<file path="src/rtl/vic_pkg.sv">
package vic_pkg;

  // Word indices of the register bus; software depends on this map.
  typedef enum logic [2:0] {
    RIX_STATUS = 3'd0,
    RIX_PEND   = 3'd1,
    RIX_ENABLE = 3'd2,
    RIX_ACK    = 3'd3,
    RIX_SETEN  = 3'd4,
    RIX_CLREN  = 3'd5,
    RIX_VECTOR = 3'd6,
    RIX_MASTER = 3'd7
  } vic_reg_e;

  localparam int unsigned VIC_NREG = 8;

  // Master register bit positions.
  localparam int unsigned MST_OUT_BIT = 0;
  localparam int unsigned MST_HW_BIT  = 1;

endpackage

</file>
<file path="src/rtl/vic_capture.sv">
module vic_capture #(
  parameter int unsigned NUM_SRC   = 32,
  parameter logic [NUM_SRC-1:0] EDGE_MASK = '0
) (
  input  logic               clk,
  input  logic               rst,
  input  logic [NUM_SRC-1:0] src_i,
  input  logic               arm_i,
  output logic [NUM_SRC-1:0] set_o
);

  for (genvar g = 0; g < NUM_SRC; g++) begin : g_src
    if (EDGE_MASK[g]) begin : g_edge
      logic prev_q;
      always_ff @(posedge clk) begin
        if (rst) prev_q <= 1'b0;
        else     prev_q <= src_i[g];
      end
      assign set_o[g] = arm_i & src_i[g] & ~prev_q;
    end else begin : g_level
      assign set_o[g] = arm_i & src_i[g];
    end
  end

endmodule

</file>
<file path="src/rtl/vic_regfile.sv">
module vic_regfile
  import vic_pkg::*;
#(
  parameter int unsigned NUM_SRC = 32
) (
  input  logic               clk,
  input  logic               rst,
  input  logic               wr_i,
  input  vic_reg_e           idx_i,
  input  logic [NUM_SRC-1:0] wdata_i,
  input  logic [1:0]         wmst_i,
  input  logic [NUM_SRC-1:0] set_i,
  output logic [NUM_SRC-1:0] status_o,
  output logic [NUM_SRC-1:0] enable_o,
  output logic [1:0]         master_o
);

  logic [NUM_SRC-1:0] status_d, enable_d;
  logic [1:0]         master_d;

  always_comb begin
    status_d = status_o;
    enable_d = enable_o;
    master_d = master_o;
    if (wr_i) begin
      unique case (idx_i)
        RIX_STATUS: if (!master_o[MST_HW_BIT]) status_d = wdata_i;
        RIX_ACK:    status_d = status_o & ~wdata_i;
        RIX_ENABLE: enable_d = wdata_i;
        RIX_SETEN:  enable_d = enable_o | wdata_i;
        RIX_CLREN:  enable_d = enable_o & ~wdata_i;
        RIX_MASTER: master_d = wmst_i;
        default:    ;
      endcase
    end
    // Hardware capture is applied last so a same-edge request survives an acknowledge.
    status_d = status_d | set_i;
  end

  always_ff @(posedge clk) begin
    if (rst) begin
      status_o <= '0;
      enable_o <= '0;
      master_o <= '0;
    end else begin
      status_o <= status_d;
      enable_o <= enable_d;
      master_o <= master_d;
    end
  end

endmodule

</file>
<file path="src/rtl/vic_prio.sv">
module vic_prio #(
  parameter int unsigned NUM_SRC = 32,
  parameter int unsigned IDX_W   = (NUM_SRC > 1) ? $clog2(NUM_SRC) : 1
) (
  input  logic [NUM_SRC-1:0] req_i,
  output logic [IDX_W-1:0]   idx_o,
  output logic               any_o
);

  always_comb begin
    idx_o = '0;
    any_o = |req_i;
    // Scan downward so the lowest set index is written last.
    for (int i = NUM_SRC - 1; i >= 0; i--) begin
      if (req_i[i]) idx_o = IDX_W'(i);
    end
  end

endmodule

</file>
<file path="src/rtl/vec_irq_ctrl.sv">
module vec_irq_ctrl
  import vic_pkg::*;
#(
  parameter int unsigned NUM_SRC = 32,
  parameter int unsigned DATA_W  = 32,
  parameter int unsigned ADDR_W  = 3,
  parameter logic [NUM_SRC-1:0] EDGE_MASK = '0
) (
  input  logic               clk,
  input  logic               rst,
  input  logic               bus_sel,
  input  logic               bus_we,
  input  logic [ADDR_W-1:0]  bus_addr,
  input  logic [DATA_W-1:0]  bus_wdata,
  output logic [DATA_W-1:0]  bus_rdata,
  input  logic [NUM_SRC-1:0] irq_in,
  output logic               irq_out
);

  localparam int unsigned IDX_W = (NUM_SRC > 1) ? $clog2(NUM_SRC) : 1;

  logic               in_map;
  vic_reg_e           reg_idx;
  logic               wr_hit;
  logic [NUM_SRC-1:0] cap_set, status, enable, pending;
  logic [1:0]         master;
  logic [IDX_W-1:0]   vec_idx;
  logic               vec_any;
  logic [DATA_W-1:0]  rd_mux;

  assign in_map  = (32'(bus_addr) < VIC_NREG);
  assign reg_idx = vic_reg_e'(bus_addr[2:0]);
  assign wr_hit  = bus_sel & bus_we & in_map;

  vic_capture #(
    .NUM_SRC   (NUM_SRC),
    .EDGE_MASK (EDGE_MASK)
  ) u_cap (
    .clk   (clk),
    .rst   (rst),
    .src_i (irq_in),
    .arm_i (master[MST_HW_BIT]),
    .set_o (cap_set)
  );

  vic_regfile #(
    .NUM_SRC (NUM_SRC)
  ) u_regs (
    .clk      (clk),
    .rst      (rst),
    .wr_i     (wr_hit),
    .idx_i    (reg_idx),
    .wdata_i  (bus_wdata[NUM_SRC-1:0]),
    .wmst_i   (bus_wdata[1:0]),
    .set_i    (cap_set),
    .status_o (status),
    .enable_o (enable),
    .master_o (master)
  );

  assign pending = status & enable;

  vic_prio #(
    .NUM_SRC (NUM_SRC),
    .IDX_W   (IDX_W)
  ) u_prio (
    .req_i (pending),
    .idx_o (vec_idx),
    .any_o (vec_any)
  );

  assign irq_out = master[MST_OUT_BIT] & vec_any;

  always_comb begin
    rd_mux = '0;
    if (in_map) begin
      unique case (reg_idx)
        RIX_STATUS: rd_mux = DATA_W'(status);
        RIX_PEND:   rd_mux = DATA_W'(pending);
        RIX_ENABLE: rd_mux = DATA_W'(enable);
        RIX_VECTOR: rd_mux = vec_any ? DATA_W'(vec_idx) : '1;
        RIX_MASTER: rd_mux = DATA_W'(master);
        default:    rd_mux = '0;
      endcase
    end
  end

  always_ff @(posedge clk) begin
    if (rst)                  bus_rdata <= '0;
    else if (bus_sel & !bus_we) bus_rdata <= rd_mux;
  end

endmodule

</file>
<file path="config.mk">
export PLATFORM = sky130hd
export DESIGN_NAME = vec_irq_ctrl
export DESIGN_NICKNAME = d
export VERILOG_FILES = /design/src/rtl/vic_pkg.sv /design/src/rtl/vic_capture.sv /design/src/rtl/vic_regfile.sv /design/src/rtl/vic_prio.sv /design/src/rtl/vec_irq_ctrl.sv
export SDC_FILE = /design/constraint.sdc
export NUM_CORES = 1
export LEC_CHECK = 0
export BUFFER_PORTS_ARGS = -buffer_cell sky130_fd_sc_hd__buf_4
export CELL_PAD_IN_SITES_DETAIL_PLACEMENT = 1
export CELL_PAD_IN_SITES_GLOBAL_PLACEMENT = 2
export CORE_MARGIN = 2
export CORE_UTILIZATION = 32
export CTS_CLUSTER_SIZE = 30
export DETAILED_ROUTE_END_ITERATION = 6
export PLACE_DENSITY_LB_ADDON = 0.08
export SKIP_LAST_GASP = 1
export SYNTH_ARGS = -nofsm -noshare
export SYNTH_HDL_FRONTEND = slang
export SYNTH_HIERARCHICAL = 1
export SYNTH_SLANG_ARGS = --single-unit
</file>
<file path="constraint.sdc">
create_clock -name clk -period 2.4 [get_ports clk]
set_clock_uncertainty 0.2 [all_clocks]
set_input_delay 0.48 -clock clk [delete_from_list [all_inputs] [get_ports clk]]
set_output_delay 0.48 -clock clk [all_outputs]
set_load 0.02 [all_outputs]
</file>
==> flow_metrics.env, run 1 <==
export IMPL_outcome="finished with violations"
export IMPL_violations="negative setup slack"
export IMPL_cts_buffers=9
export IMPL_rows=54
export IMPL_switchingPower_mw=1.08
export IMPL_slew_viol_final=0
export IMPL_yosys_warnings=6
export IMPL_vdd_drop_max_mv=0.343
export IMPL_cts_htree_levels=3
export IMPL_p_comb_share_pct=17.0
export IMPL_via_per_inst=5.67
export IMPL_rsz0062_at_grt="yes"
export IMPL_fin_util_pct=42.7
export IMPL_coreArea_um2=21700
export IMPL_r2r_start="u_regs/enable_o[18]"
export IMPL_grt_pass1_vias=7906
export IMPL_finalCriticalPeriod_ns=2.78
export IMPL_firstDrtPassIters=7
export IMPL_synth_nets=895
export IMPL_vias=7282
export IMPL_switching_share_pct=28.0
export IMPL_crit_slowest_cell="or4_4"
export IMPL_holdWs_ns=0.156
export IMPL_drc=0
export IMPL_antenna_found_initial=0
export IMPL_crit_family="simple AND/OR/NAND/NOR gates"
export IMPL_hold_buffers=0
export IMPL_grt_pass1_wl_um=45100
export IMPL_num_io_pins=104
export IMPL_crit_path_frequent_cell="and2_4"
export IMPL_synth_cells=824
export IMPL_instances_no_fill=1285
export IMPL_hold_class="input port to register"
export IMPL_finalSetupViolCount=30
export IMPL_pwr_share_seq_pct=43.3
export IMPL_ant_nets=0
export IMPL_nets=1072
export IMPL_synth_top_cell_area_share_pct=28.0
export IMPL_intPower_mw=2.78
export IMPL_p_clk_share_pct=39.7
export IMPL_dp_slack_ns=-0.219
export IMPL_synth_top_cells_by_area="dfxtp_1 28%, nand2b_1 5.5%, a21oi_1 4.6%"
export IMPL_grt_overflow_total=0
export IMPL_crit_chain="and2_4, or4_4, nor3_4, nand4_1, and2_4, buf_6"
export IMPL_dr_wl_met3_um=1120
export IMPL_worstSetupStartpointType="register"
export IMPL_port_buffers=103
export IMPL_cts_root_buf="clkbuf_16"
export IMPL_ys_seq_area_share_pct=28.0
export IMPL_hpwl_um=20200
export IMPL_initialDrtViolationCount=312
export IMPL_yosys_area_top_type="dfxtp_1"
export IMPL_die_area_um2=23100
export IMPL_cts_tree="yes"
export IMPL_synth_distinct_cells=57
export IMPL_gr_usage_all_layers_pct=24.8
export IMPL_drt_total_wl_um=28700
export IMPL_cap_violations=0
export IMPL_crit_type="register to primary output"
export IMPL_hold_viol_final=0
export IMPL_fin_ws_ns=-0.380
export IMPL_worst_slew_pin_slew_ns=0.556
export IMPL_fin_setup_tns_ns=-6.50
export IMPL_syn_area_um2=7020
export IMPL_synth_seq_cells=98
export IMPL_final_common_cell="buf_4"
export IMPL_wire_per_inst_um=22.3
export IMPL_clkTransAtPathRegs_ns=0.07
export IMPL_start_util_pct=32.4
export IMPL_min_from="bus_wdata[9]"
export IMPL_cts_buffer_depth=2
export IMPL_path_buf_inv=1
export IMPL_cellPowerDensity_nw_per_um2=417
export IMPL_clk_latency_ns=0.36
export IMPL_area_growth_pct=32.0
export IMPL_grt_max_degree=54
export IMPL_die_w_um=152
export IMPL_cp_arrival_ns=2.10
export IMPL_maxUsedRoutingLayer="met4"
export IMPL_cp_data_required_time_ns=1.72
export IMPL_dr_wl_met2_um=14300
export IMPL_path_max_fanout=2
export IMPL_crit_path_end_kind="primary output"
export IMPL_fp_dieH_um=152
export IMPL_cts_sinks=98
export IMPL_cpPeakStageDelay_ns=0.57
export IMPL_drive_gt1_share_pct=36.7
export IMPL_max_freq_mhz=360
export IMPL_cp_startpoint="u_regs/enable_o[18]"
export IMPL_layout_common_cells="230 x buf_4, 90 x dfxtp_1, 62 x a21oi_1"
export IMPL_relSlewSlack_pct=62.9
export IMPL_finalCritPeriodShare_pct=116
export IMPL_n_antenna_cell=0
export IMPL_syn_area_per_cell_um2=8.52
export IMPL_gp_congestion=0.865
export IMPL_wl_met1_um=11800
export IMPL_place_inst=1256
export IMPL_p_leak_nw=3.66
[metrics by stage]
| step | total power, mW | instance area, µm² |
|---|---|---|
| 4_1_cts | 3.91 | 9230 |
| 6_report | 3.86 | 9270 |
| 2_1_floorplan | 2.06 | 7020 |
| 5_1_grt | 4.03 | 9270 |
| 3_5_place_dp | 2.35 | 8720 |
| 3_3_place_gp | 2.33 | 8720 |
[power groups by stage]
stage	Combinational [mW]	Clock, mW	Sequential [mW]
floorplan	0.339	0	1.72
finish	0.657	1.53	1.67
global route	0.707	1.65	1.68
detailed placement	0.635	0	1.71
global placement	0.617	0	1.71
CTS	0.657	1.58	1.67
[area by class of cell]
class                   instances  area (µm²)
clock buffers                  10         239
clock inverters                 5        62.6
fillers                      2531       12400
inverters                      43         161
multi-input cells             608        4530
flip-flops and latches         98        1970
well taps                     280         350
repair buffers                241        1950
[cells in the mapped netlist, drive strengths merged]
cell     instances
a21oi           66
a211o            9
a32o            32
or4              4
dfxtp           98
xnor2            1
o32ai           34
a21o            30
o22a             1
nor2            15
nand3            1
nor3            19
a21boi           1
o22ai            2
nand4            2
mux2            23
a211oi          26
or2              1
nand2b          62
o31ai            7
nor2b            3
nand2           42
xor2             1
a32oi            1
and3b           32
o21ai           37
o21a             2
nand3b          30
o2111ai          1
buf             32
a221o           23
or3b             2
nor4             7
inv             43
mux2i           15
a2111oi          2
clkbuf          43
a221oi           3
nor3b            3
and2            67
and2b            1
[flip-flops by register name, indices dropped and copies added (netlist names)]
signal           cells
u_regs/status_o     32
u_regs/enable_o     32
u_regs/master_o      2
bus_rdata           32
[path summary, 6_finish.rpt]
kind | endpoint | cells past startpoint | slack (ns)
setup reg to reg | bus_rdata[12] | 10 | -0.26
setup / recovery | irq_out | 6 | -0.38
hold reg to reg | bus_rdata[1] | 2 | 0.27
hold / removal | u_regs/enable_o[9] | 2 | 0.16
[metal layers]
metal | GRT usage, % | vias to the layer above
met5 | 0 | -
met4 | 12.9 | 0
met3 | 3.65 | 54
met2 | 44.5 | 192
met1 | 28.5 | 3628
li1 | - | 3408
[kinds of logic after synthesis]
family	count (synthesis)	share of synthesized area, %
AO/OA/AOI/OAI	277	30.6
flip-flops	98	28.0
multiplexers	38	5.83
XOR/XNOR	2	0.250
AND/OR/NAND/NOR	291	26.8
buffers and inverters	118	8.56
[repair_timing]
item                                   4_1_cts  5_1_grt
endpoints found under the hold margin        0        0
gates cloned                                 2        0
setup endpoints to repair                   29       33
resized for setup                           13       13
pin swaps                                   11       10
buffers inserted                            13        2
(Power assumes the default switching activity.)
==> inputs of run 2 (changes only) <==
Settings changed: ABC_AREA set to 1, CORE_UTILIZATION 32 to 27.
==> run 2 against run 1 <==
Via count rose by 9.9%. Non-clock buffer count fell by 13. The flow still finishes with violations (negative setup slack). Count of clock-buffer cells in the layout shrank 1. Combinational power rose by 2%. Largest power group unchanged. Synthesized area decreased by 0.43%. Synthesized cell count is 49% higher. Hold slack better by 0.033 ns. Power grew 4.6%. Sequential share of layout area is 0.25 points higher. Core utilization shrank 6.6 points. Routed wire length decreased by 4.6%.
==> flow_metrics.env, run 2 <==
export IMPL_worst_slew_pin_slew_ns=0.468
export IMPL_die_w_um=165
export IMPL_via_per_inst=4.62
export IMPL_antenna_found_initial=0
export IMPL_coreArea_um2=25300
export IMPL_clkTransAtPathRegs_ns=0.08
export IMPL_path_buf_inv=7
export IMPL_fp_dieH_um=165
export IMPL_crit_path_end_kind="primary output"
export IMPL_p_leak_nw=4.50
export IMPL_fillers=3384
export IMPL_vdd_drop_max_mv=0.278
export IMPL_maxUsedRoutingLayer="met4"
export IMPL_relSlewSlack_pct=68.8
export IMPL_start_util_pct=27.6
export IMPL_wl_met1_um=14100
export IMPL_rsz0062_at_grt="yes"
export IMPL_worstSetupStartpointType="register"
export IMPL_hpwl_um=20300
export IMPL_synth_top_cells_by_area="dfxtp_1 28%, nand2_1 24%, inv_1 8.9%"
export IMPL_hold_class="input port to register"
export IMPL_crit_family="buffers and inverters"
export IMPL_cpPeakStageDelay_ns=0.33
export IMPL_holdWs_ns=0.189
export IMPL_wire_per_inst_um=15.8
export IMPL_grt_max_degree=44
export IMPL_finalCriticalPeriod_ns=2.75
export IMPL_cts_root_buf="clkbuf_16"
export IMPL_num_io_pins=104
export IMPL_dp_slack_ns=-0.362
export IMPL_firstDrtPassIters=5
export IMPL_area_growth_pct=31.1
export IMPL_synth_seq_cells=98
export IMPL_synth_common_cells="443 x nand2_1, 166 x inv_1, 149 x nor2_1"
export IMPL_synth_async_reset_ratio_pct=0
export IMPL_dr_wl_met3_um=887
export IMPL_final_common_cell="nand2_1"
export IMPL_synth_compound_area_share_pct=12.1
export IMPL_cellPowerDensity_nw_per_um2=441
export IMPL_synth_edf_count=0
export IMPL_grt_pass1_vias=8084
export IMPL_synth_simple_gate_area_share_pct=43.3
export IMPL_yosys_area_top_type="dfxtp_1"
export IMPL_drt_total_wl_um=27400
export IMPL_vias=8001
export IMPL_nets=1469
export IMPL_cts_htree_levels=3
export IMPL_synth_top_cell_area_share_pct=28.1
export IMPL_path_max_fanout=2
export IMPL_crit_type="register to primary output"
export IMPL_syn_area_per_cell_um2=5.70
export IMPL_layout_common_cells="436 x nand2_1, 219 x buf_4, 157 x inv_1"
export IMPL_fin_ws_ns=-0.351
export IMPL_cts_buffer_depth=2
export IMPL_hold_viol_final=0
export IMPL_syn_area_um2=6990
export IMPL_die_area_um2=27200
export IMPL_cts_buffers=9
export IMPL_synth_cells=1227
export IMPL_violations="negative setup slack"
export IMPL_cap_violations=0
export IMPL_rows=58
export IMPL_synth_fa_ha_area_share_pct=0
export IMPL_slew_viol_final=0
export IMPL_gr_usage_all_layers_pct=20.9
export IMPL_cp_data_required_time_ns=1.72
export IMPL_synth_distinct_cells=32
export IMPL_max_freq_mhz=364
export IMPL_clk_latency_ns=0.37
export IMPL_finalCritPeriodShare_pct=115
export IMPL_grt_overflow_total=0
export IMPL_drc=0
export IMPL_yosys_most_used_dff="dfxtp_1"
export IMPL_cts_sinks=98
export IMPL_outcome="finished with violations"
export IMPL_yosys_warnings=6
export IMPL_dr_wl_met2_um=12000
export IMPL_cp_arrival_ns=2.07
export IMPL_port_buffers=103
export IMPL_gp_congestion=0.859
export IMPL_regToRegSetupSlack_ns=-0.34
export IMPL_ys_seq_area_share_pct=28.1
export IMPL_crit_slowest_cell="dfxtp_2"
export IMPL_finalSetupViolCount=4
export IMPL_grt_pass1_wl_um=44300
export IMPL_ant_nets=0
export IMPL_synth_nets=1298
export IMPL_biggestRegsByFlops="bus_rdata (32), u_regs/enable_o (32), u_regs/status_o (32)"
export IMPL_cts_tree="yes"
export IMPL_hold_buffers=0
export IMPL_n_antenna_cell=0
export IMPL_drive_gt1_share_pct=22.6
export IMPL_synth_top_family_by_area="simple AND/OR/NAND/NOR gates"
export IMPL_synthMuxAreaShare_pct=0
export IMPL_synth_most_common_cell="nand2_1"
export IMPL_synth_xor_area_share_pct=0
export IMPL_initialDrtViolationCount=400
export IMPL_crit_chain="nand2_2, inv_2, buf_4, nor2_2, inv_2, nor3_4, nand2_2, nor3_2, buf_4, nand3_4, buf_6, nand2_2, inv_1, buf_4"
## run 2: kinds of logic after synthesis
| group | after synthesis |
|---|---|
| flip-flops | 98 |
| buffers and inverters | 244 |
| AND/OR/NAND/NOR | 737 |
| AO/OA/AOI/OAI | 148 |
## run 2: layout make-up
type | instances | area (µm²) | share of cell area [%]
inverters | 176 | 688 | 7.51
clock inverters | 7 | 109 | 1.19
flip-flops and latches | 98 | 1970 | 21.5
multi-input cells | 885 | 3940 | 43.0
repair buffers | 228 | 1820 | 19.8
clock buffers | 9 | 225 | 2.46
well taps | 330 | 413 | 4.51
## run 2: timing repair
action | 4_1_cts | 5_1_grt
gates cloned | 0 | 0
setup endpoints to repair | 28 | 31
setup buffers | 1 | 3
gates resized for setup | 21 | 10
pin swaps | 5 | 7
## run 2: per-layer routing
layer  GRT usage [%]  vias to the layer above
met5               0                        -
met4            4.98                        0
met3            1.98                       17
met2            33.8                      135
met1            29.9                     3726
li1                -                     4123
## run 2: final timing paths
kind	startpoint	cells after the start	end
setup / recovery	u_regs/status_o[31]	14	irq_out
hold / removal	bus_wdata[4]	3	u_regs/enable_o[4]
setup reg to reg	u_regs/enable_o[30]	39	bus_rdata[0]
hold reg to reg	bus_rdata[19]	2	bus_rdata[19]
## run 2: stage by stage
stage	std cells	total power, mW	util, %	area (µm²)	setup TNS, ns
final	1733	4.04	36.2	9160	-0.789
after global routing	1733	4.23	36.2	9160	-3.53
after CTS	1730	4.09	36.0	9120	-0.771
after detailed placement	1713	2.40	34.4	8720	-1.81
after global placement	1713	2.40	34.4	8720	-1.58
after floorplan	1227	2.07	-	6990	-0.0322
## run 2: report_power, final
part	switching, mW	leakage [nW]	internal [mW]
Sequential	0.0258	0.797	1.67
Combinational	0.411	3.54	0.255
Clock	0.745	0.164	0.938
## run 2: worst min-delay path, stage by stage
cell and delay, ns:
buf_4 0.12, nand2_1 0.06, a21oi_1 0.05
